**src/rtl/mdio_mgmt_pkg.sv**
```systemverilog
package mdio_mgmt_pkg;
  localparam int PRE_LEN   = 32;
  localparam int FRAME_LEN = PRE_LEN + 32;
  localparam int AW        = 5;
  localparam int DW        = 16;
  localparam int TA_IDX    = PRE_LEN + 14;
  localparam int DATA_IDX  = PRE_LEN + 16;

  localparam int CTL_IDLE  = 31;
  localparam int CTL_EN    = 30;
  localparam int UA_GO     = 31;
  localparam int UA_WR     = 30;
  localparam int UA_ACK    = 29;
  localparam int UA_REG_LO = 21;
  localparam int UA_PHY_LO = 16;

  typedef struct packed {
    logic          wr;
    logic [AW-1:0] regad;
    logic [AW-1:0] phy;
    logic [DW-1:0] data;
  } mdio_cmd_t;
endpackage

```
**src/rtl/mdio_mdc_gen.sv**
```systemverilog
module mdio_mdc_gen #(
  parameter int DIV_W = 16
) (
  input  logic             clk,
  input  logic             rst_n,
  input  logic             start,
  input  logic             run,
  input  logic [DIV_W-1:0] div_val,
  output logic             mdc,
  output logic             rise_p,
  output logic             end_p
);
  logic [DIV_W-1:0] cnt_q;
  logic [DIV_W-1:0] per_m1_q;
  logic [DIV_W-1:0] low_m1_q;
  logic [DIV_W-1:0] per_m1_d;

  always_comb begin
    per_m1_d = (div_val == '0) ? DIV_W'(1) : div_val;
  end

  always_ff @(posedge clk or negedge rst_n) begin
    if (!rst_n) begin
      cnt_q    <= '0;
      per_m1_q <= DIV_W'(1);
      low_m1_q <= '0;
    end else if (start) begin
      cnt_q    <= '0;
      per_m1_q <= per_m1_d;
      low_m1_q <= per_m1_d >> 1;
    end else if (run) begin
      cnt_q <= end_p ? '0 : cnt_q + DIV_W'(1);
    end
  end

  assign mdc    = run && (cnt_q > low_m1_q);
  assign rise_p = run && (cnt_q == low_m1_q);
  assign end_p  = run && (cnt_q == per_m1_q);

  // the phase counter never passes the period end
  a_r2_cnt_in_range: assert property (@(posedge clk) disable iff (!rst_n)
    run |-> (cnt_q <= per_m1_q));
  // each bit period opens with MDC low
  a_r2_low_after_wrap: assert property (@(posedge clk) disable iff (!rst_n)
    end_p |=> !mdc);
  // the captured period holds for the whole frame
  a_r11_period_held: assert property (@(posedge clk) disable iff (!rst_n)
    (run && !start) |=> $stable(per_m1_q));
endmodule

```
**src/rtl/mdio_frame_seq.sv**
```systemverilog
module mdio_frame_seq
  import mdio_mgmt_pkg::*;
(
  input  logic          clk,
  input  logic          rst_n,
  input  logic          start,
  input  mdio_cmd_t     cmd,
  input  logic          rise_p,
  input  logic          end_p,
  input  logic          mdio_i,
  output logic          busy,
  output logic          done,
  output logic          mdio_o,
  output logic          mdio_oe,
  output logic          ta_low,
  output logic [DW-1:0] rdata
);
  localparam int IDX_W = $clog2(FRAME_LEN);

  logic [IDX_W-1:0]     idx_q;
  logic                 busy_q;
  logic [FRAME_LEN-1:0] fw;
  logic [1:0]           op_bits;
  logic [1:0]           ta_bits;
  logic [DW-1:0]        tail_bits;

  always_comb begin
    op_bits   = cmd.wr ? 2'b01 : 2'b10;
    ta_bits   = cmd.wr ? 2'b10 : 2'b11;
    tail_bits = cmd.wr ? cmd.data : '1;
    fw        = {{PRE_LEN{1'b1}}, 2'b01, op_bits, cmd.phy, cmd.regad, ta_bits, tail_bits};
  end

  assign busy    = busy_q;
  assign done    = end_p && (idx_q == IDX_W'(FRAME_LEN - 1));
  assign mdio_o  = busy_q ? fw[IDX_W'(FRAME_LEN - 1) - idx_q] : 1'b1;
  assign mdio_oe = busy_q && (cmd.wr || (idx_q < IDX_W'(TA_IDX)));

  always_ff @(posedge clk or negedge rst_n) begin
    if (!rst_n) begin
      busy_q <= 1'b0;
      idx_q  <= '0;
      ta_low <= 1'b0;
      rdata  <= '0;
    end else if (start) begin
      busy_q <= 1'b1;
      idx_q  <= '0;
      ta_low <= 1'b0;
      rdata  <= '0;
    end else if (busy_q) begin
      if (rise_p) begin
        if (idx_q == IDX_W'(TA_IDX + 1)) ta_low <= !mdio_i;
        if (idx_q >= IDX_W'(DATA_IDX))   rdata  <= {rdata[DW-2:0], mdio_i};
      end
      if (end_p) begin
        if (done) busy_q <= 1'b0;
        else      idx_q  <= idx_q + IDX_W'(1);
      end
    end
  end

  // a start is only issued to an idle sequencer
  a_r3_start_when_idle: assert property (@(posedge clk) disable iff (!rst_n)
    start |-> !busy_q);
  // every frame opens at bit zero
  a_r3_opens_at_zero: assert property (@(posedge clk) disable iff (!rst_n)
    $rose(busy_q) |-> (idx_q == '0));
endmodule

```
**src/rtl/mdio_mgmt_master.sv**
```systemverilog
module mdio_mgmt_master
  import mdio_mgmt_pkg::*;
#(
  parameter int              DIV_W   = 16,
  parameter logic [DIV_W-1:0] RST_DIV = '0
) (
  input  logic        clk,
  input  logic        rst_n,
  input  logic        reg_wr,
  input  logic        reg_addr,
  input  logic [31:0] reg_wdata,
  output logic [31:0] reg_rdata,
  output logic        mdc,
  output logic        mdio_o,
  output logic        mdio_oe,
  input  logic        mdio_i
);
  logic             en_q, go_q, ack_q;
  logic [DIV_W-1:0] div_q;
  mdio_cmd_t        cmd_q;
  logic             busy, done, start, rise_p, end_p, ta_low;
  logic [DW-1:0]    rd_bits;
  logic [31:0]      ctl_word, ua_word;

  assign start = go_q && en_q && !busy;

  always_ff @(posedge clk or negedge rst_n) begin
    if (!rst_n) begin
      en_q  <= 1'b0;
      div_q <= RST_DIV;
      go_q  <= 1'b0;
      ack_q <= 1'b0;
      cmd_q <= '0;
    end else begin
      if (reg_wr && !reg_addr) begin
        en_q  <= reg_wdata[CTL_EN];
        div_q <= reg_wdata[DIV_W-1:0];
      end
      if (reg_wr && reg_addr && !go_q) begin
        go_q        <= reg_wdata[UA_GO];
        ack_q       <= 1'b0;
        cmd_q.wr    <= reg_wdata[UA_WR];
        cmd_q.regad <= reg_wdata[UA_REG_LO +: AW];
        cmd_q.phy   <= reg_wdata[UA_PHY_LO +: AW];
        cmd_q.data  <= reg_wdata[DW-1:0];
      end
      if (done) begin
        go_q <= 1'b0;
        if (!cmd_q.wr) begin
          ack_q      <= ta_low;
          cmd_q.data <= rd_bits;
        end
      end
    end
  end

  always_comb begin
    ctl_word              = '0;
    ctl_word[CTL_IDLE]    = !busy;
    ctl_word[CTL_EN]      = en_q;
    ctl_word[DIV_W-1:0]   = div_q;
    ua_word               = '0;
    ua_word[UA_GO]        = go_q;
    ua_word[UA_WR]        = cmd_q.wr;
    ua_word[UA_ACK]       = ack_q;
    ua_word[UA_REG_LO +: AW] = cmd_q.regad;
    ua_word[UA_PHY_LO +: AW] = cmd_q.phy;
    ua_word[DW-1:0]       = cmd_q.data;
    reg_rdata             = reg_addr ? ua_word : ctl_word;
  end

  mdio_mdc_gen #(.DIV_W(DIV_W)) clkgen_i (
    .clk     (clk),
    .rst_n   (rst_n),
    .start   (start),
    .run     (busy),
    .div_val (div_q),
    .mdc     (mdc),
    .rise_p  (rise_p),
    .end_p   (end_p)
  );

  mdio_frame_seq seq_i (
    .clk     (clk),
    .rst_n   (rst_n),
    .start   (start),
    .cmd     (cmd_q),
    .rise_p  (rise_p),
    .end_p   (end_p),
    .mdio_i  (mdio_i),
    .busy    (busy),
    .done    (done),
    .mdio_o  (mdio_o),
    .mdio_oe (mdio_oe),
    .ta_low  (ta_low),
    .rdata   (rd_bits)
  );

  // the start flag is down once the frame engine stops
  a_r8_go_clears_with_busy: assert property (@(posedge clk) disable iff (!rst_n)
    $fell(busy) |-> !go_q);
  // command fields are frozen while the start flag is set
  a_r9_fields_held: assert property (@(posedge clk) disable iff (!rst_n)
    (go_q && !done) |=> ($stable(cmd_q.phy) && $stable(cmd_q.regad) && $stable(cmd_q.wr)));
  // nothing starts while disabled
  a_r10_no_start_when_off: assert property (@(posedge clk) disable iff (!rst_n)
    (!en_q && !busy) |=> !busy);
  // a write frame keeps the pad driven throughout
  a_r5_write_drives: assert property (@(posedge clk) disable iff (!rst_n)
    (busy && cmd_q.wr) |-> mdio_oe);
endmodule

```
**config.mk**
```make
export PLATFORM = sky130hd
export DESIGN_NAME = mdio_mgmt_master
export DESIGN_NICKNAME = d
export VERILOG_FILES = /design/src/rtl/mdio_mgmt_pkg.sv /design/src/rtl/mdio_mdc_gen.sv /design/src/rtl/mdio_frame_seq.sv /design/src/rtl/mdio_mgmt_master.sv
export SDC_FILE = /design/constraint.sdc
export NUM_CORES = 1
export LEC_CHECK = 0
export ABC_AREA = 1
export BUFFER_PORTS_ARGS = -buffer_cell sky130_fd_sc_hd__buf_4
export CORE_MARGIN = 2
export CORE_UTILIZATION = 56
export CTS_CLUSTER_SIZE = 12
export DETAILED_ROUTE_END_ITERATION = 12
export GPL_ROUTABILITY_DRIVEN = 0
export GPL_TIMING_DRIVEN = 0
export PLACE_DENSITY = 0.86
export SLEW_MARGIN = 5
export SYNTH_ARGS = -nofsm -noshare
export SYNTH_HDL_FRONTEND = slang
export SYNTH_HIERARCHICAL = 1
export SYNTH_SLANG_ARGS = --single-unit
```
**constraint.sdc**
```tcl
create_clock -name clk -period 4.5 [get_ports clk]
set_input_delay 0.9 -clock clk [delete_from_list [all_inputs] [get_ports clk]]
set_output_delay 0.9 -clock clk [all_outputs]
set_load 0.05 [all_outputs]
```
== Yosys cells after proc, flatten, opt, wreduce, memory -nomap -nowiden ==
Cells that the tools add are included.
Cells by class
  $add $sub $neg: 3
  magnitude comparators: 4
  eq/ne operators: 5
  muxes and demuxes: 35
  reduce and logical (&&, ||, !) cells: 25
Operator list (count)
  $mux W16: 12
  $mux W32: 1
  $mux W6: 4
  $add A16 B1 Y16 const B: 1
  $eq A16 B15 Y1: 1
  $eq A16 B16 Y1: 1
  $gt A16 B15 Y1: 1
  $logic_not A16 Y1: 1
  $mux W1: 16
  $eq A6 B6 Y1 const B: 2
  $reduce_bool A2 Y1: 6
  $logic_and A1 B1 Y1: 10
  $reduce_and A3 Y1: 3
  $lt A6 B7 Y1 const B: 1
  $add A6 B1 Y6 const B: 1
  $bmux W1 S6: 1
  $ge A6 B6 Y1 const B: 1
  $lt A6 B6 Y1 const B: 1
  $sub A6 B6 Y6 const A: 1
  $logic_not A1 Y1: 4
  $mux W2: 1
  $ne A2 B1 Y1 const B: 1
  $logic_or A1 B1 Y1: 1
Storage, ports and cells
  register bits after elaboration: 117
  input bits: 37
  output and inout bits: 35

== Depth between registers and ports, before layout ==
  depth in word-level cells: 7
  mapped depth: 16
  mapped depth without buffers: 15

== Hierarchy ==
Netlist, hierarchy kept.
Modules (own cells, without submodules)
  mdio_mdc_gen: times used 1, cells an instance 367, area an instance 2424.8 um^2
  mdio_mgmt_master: times used 1, cells an instance 318, area an instance 2303.5 um^2
  mdio_frame_seq: times used 1, cells an instance 194, area an instance 1483.9 um^2

== Worst setup path before layout ==
Ideal clock, no wire load.
  path type: input -> output
  from: input port reg_addr
  to: output port reg_rdata[10]
  arrival: 2.364 ns
  path slack: 1.236 ns
  stages: 4
  buffers on the path: 2
  cell sequence: buf_4 inv_2 clkbuf_1 o21ai_0
On the way
  longest elaborated chain between the ends: 1
RTL lines
  start: declaration: RTL line mdio_mgmt_master.sv:10  | input logic reg_addr,
  $mux W32: RTL line mdio_mgmt_master.sv:69  | reg_rdata = reg_addr ? ua_word : ctl_word;
  end: declaration: RTL line mdio_mgmt_master.sv:12  | output logic [31:0] reg_rdata,
No other way between the ends.

== Final worst setup path ==
  from: register clkgen_i.cnt_q[1]
  to: output port mdc
On the way
  longest elaborated chain between the ends: 2
RTL lines
  start: declaration: RTL line mdio_mdc_gen.sv:13  | logic [DIV_W-1:0] cnt_q;
  start signal: assignment: RTL line mdio_mdc_gen.sv:32  | cnt_q <= end_p ? '0 : cnt_q + DIV_W'(1);
  $gt A16 B15 Y1: RTL line mdio_mdc_gen.sv:36  | assign mdc = run && (cnt_q > low_m1_q);
  $logic_and A1 B1 Y1: RTL line mdio_mdc_gen.sv:36
  end: declaration: RTL line mdio_mgmt_master.sv:13  | output logic mdc,
No other way between the ends.

==> out/results.ini <==
[status]
status = finished clean

[place]
placed_cells = 1084
pre_cts_ws_ps = 1679
dpl.hpwl_mm = 12.28
port_buffers = 63

[clock_network]
postCtsResizedCells = 0
path_clk_slew_ps = 100
postCtsHoldBufs = 0
numCtsBuffers = 9
clock_path_buffers = 2
cts_setup_buffers = 0
clock-sinks = 102
htree_num_levels = 3
clk-insertion-delay-late_ps = 390
tritoncts = yes
cts_root_buf = clkbuf_8

[final_layout]
drive_gt1_share_pct = 15.71
diodes = 0
num-nets-final = 1011
syn_to_final_growth_pct = 14.18
final_cell_mix = 334 x nand2_1, 101 x dfrtp_1, 94 x inv_1
final_common_cell = nand2_1
finalNonFillerCells = 1101

[timing]
worst_slack_ps = 1434
finalSetupViolCount = 0
skew_ps = 11.13
slew_viol_final = 0
period_share_pct = 68.14
rsz0062_at_grt = false
maxSlewHeadroom_pct = 57.38
period_minus_slack_ps = 3066
final.setup.tns_ps = 0
max_freq_mhz = 326.1
hold_violations = 0
worstMarginPinSlew_ps = 634.5

[critical_path]
crit_arrival_ps = 2170
cpPeakStageDelay_ps = 470
crit_buf_inv = 2
cp_data_required_time_ps = 3600
cp_common_cell = nand2_1
crit_slowest_cell = dfrtp_1
r2r_start = clkgen_i/cnt_q[4]$_DFFE_PN0P_
crit_path_start_kind = flip-flop
rr_worst_depth = 14
worstSetupStartpoint = clkgen_i/cnt_q[1]$_DFFE_PN0P_
worstPathCellList = ha_1 -> inv_1 -> nor2_1 -> nor2_1 -> o21ai_0 -> nand2_1 -> nand2_1 -> nand2_1 -> a21oi_1 -> buf_4
reg2reg_slack_ps = 1830
cp_max_fo = 6
r2r_end = cmd_q[8]$_DFF_PN0_
setup.worst_path.end_class = output port
critical_path_class = flip-flop to output port
path_delay_family = flip-flops

[grt]
grt_pass1_vias = 5667
grt_usage_pct = 28.66
grt_max_degree = 103
grt_pass1_wl_mm = 26.45
overflow = 0
antenna_found_initial = 0

[floorplan]
initial_core_util_pct = 57.31
io_pins = 72
dieArea_um2 = 11950
die_w_um = 109.3
coreArea_um2 = 10840
rows = 38
die_h_um = 109.3

[synth]
yosysUniqueCellTypes = 43
yosysWarnings = 6
synthCells = 879
avgSynthCellArea_um2 = 7.067
netlist_area_um2 = 6212
ys_ff_latch = 102
ys_seq_area_share_pct = 41.11

[drt]
via_per_inst = 5.304
antenna_left = 0
drc = 0
wl_per_cell_um = 14.45
route.vias.total = 5840
dr.first_iter.drc_count = 415
wirelength_mm = 15.91
firstDrtPassIters = 5

[power]
power_w = 0.002944
p_leak_nw = 3.779
p_per_area_nw_per_um2 = 415.1
irDropWorstVdd_mv = 0.2938

[flow_run]
drv_cap = 0

[min_path]
hold_class = input pin to asynchronous set/reset pin

[routing by layer]
layer | track usage (%) | wire (um) | part of all wire, % | vias to the layer above
met5 | 0 | 0 | 0 | -
li1 | - | - | - | 2921
met1 | 34.94 | 6546 | 41 | 2716
met4 | 12.75 | 548 | 3.4 | 0
met2 | 49.07 | 8018 | 50 | 159
met3 | 5.809 | 794 | 5.0 | 44
[power by group]
group	switching [W]	leakage (nW)	internal, W
sequential	0.000138	1.26	0.00105
combinational	0.000771	2.43	0.000412
clock	0.000361	0.0947	0.000214
[flip-flops by register name, indices dropped and copies added (netlist names)]
name               count
cmd_q                 27
seq_i/idx_q            6
div_q                 16
en_q                   1
clkgen_i/per_m1_q     16
go_q                   1
seq_i/rdata           16
seq_i/ta_low           1
seq_i/busy             1
ack_q                  1
clkgen_i/cnt_q        16
[final cells by class]
cell class              instances  area [um2]
plain buffers                  34       217.7
clock buffers                   9       123.9
clock inverters                 7       70.07
fillers                       964        3747
inverters                     107       404.1
multi-input cells             638        3044
flip-flops and latches        102        2554
well taps                     140       175.2
repair buffers                 64       504.2
[worst reg2reg max path: cells and delay by family, from the launching register on]
| kind | cells | cell delay, ps |
|---|---|---|
| flip-flops | 1 | 470 |
| buffers and inverters | 5 | 720 |
| AND/OR/NAND/NOR | 9 | 1390 |
[worst max path at each step]
stage,endpoint,slack (ps),cells after the start
finish,mdc,1430,10
global route,mdc,1240,10
CTS,mdc,1440,10
detailed placement,reg_rdata[11],1680,5
global placement,reg_rdata[11],1690,5
floorplan,reg_rdata[10],1240,4
[Yosys cell counts, drive strengths merged]
cell type / number / share of area [%]
nand2: 340 / 21
inv: 106 / 6.4
dfrtp: 101 / 41
o21ai: 73 / 6.2
nor2: 69 / 4.9
nand3: 64 / 5.6
buf: 27 / 3.1
a21oi: 26 / 2.1
ha: 18 / 3.6
nand4: 17 / 2.0
xor2: 8 / 1.1
clkbuf: 7 / 0.42
nor3: 7 / 0.83
nor4: 2 / 0.20
o21a: 2 / 0.24
or2: 2 / 0.20
a21boi: 1 / 0.12
a22oi: 1 / 0.12
a31oi: 1 / 0.10
and2: 1 / 0.10
clkinv: 1 / 0.060
conb: 1 / 0.060
dfstp: 1 / 0.42
nand3b: 1 / 0.12
o22ai: 1 / 0.10
o31ai: 1 / 0.12
[per-stage QoR]
stage / instance area, um2 / util [%] / hold slack [ps]
6_report: 7093 / 65.43 / 296.9
5_1_grt: 7093 / 65.43 / 278.9
4_1_cts: 7062 / 65.14 / 501.2
3_3_place_gp: 6868 / 63.35 / 467.5
2_1_floorplan: 6220 / - / 449.4
3_5_place_dp: 6868 / 63.35 / 475.0
[cell families (layout without fill, tap and decap cells)]
logic type                 count (synthesis)  in the layout  synth area share, %
DFF                                      102            102                41.11
AOI/OAI and AO/OA                        106            106                9.084
other                                      1              3              0.06037
and+or+nand+nor                          503            503                34.98
adders and majority gates                 18             18                3.625
xor gates and xnor gates                   8              8                1.128
buffers and inverters                    141            221                10.01
Power figures use the tool's default switching activity.
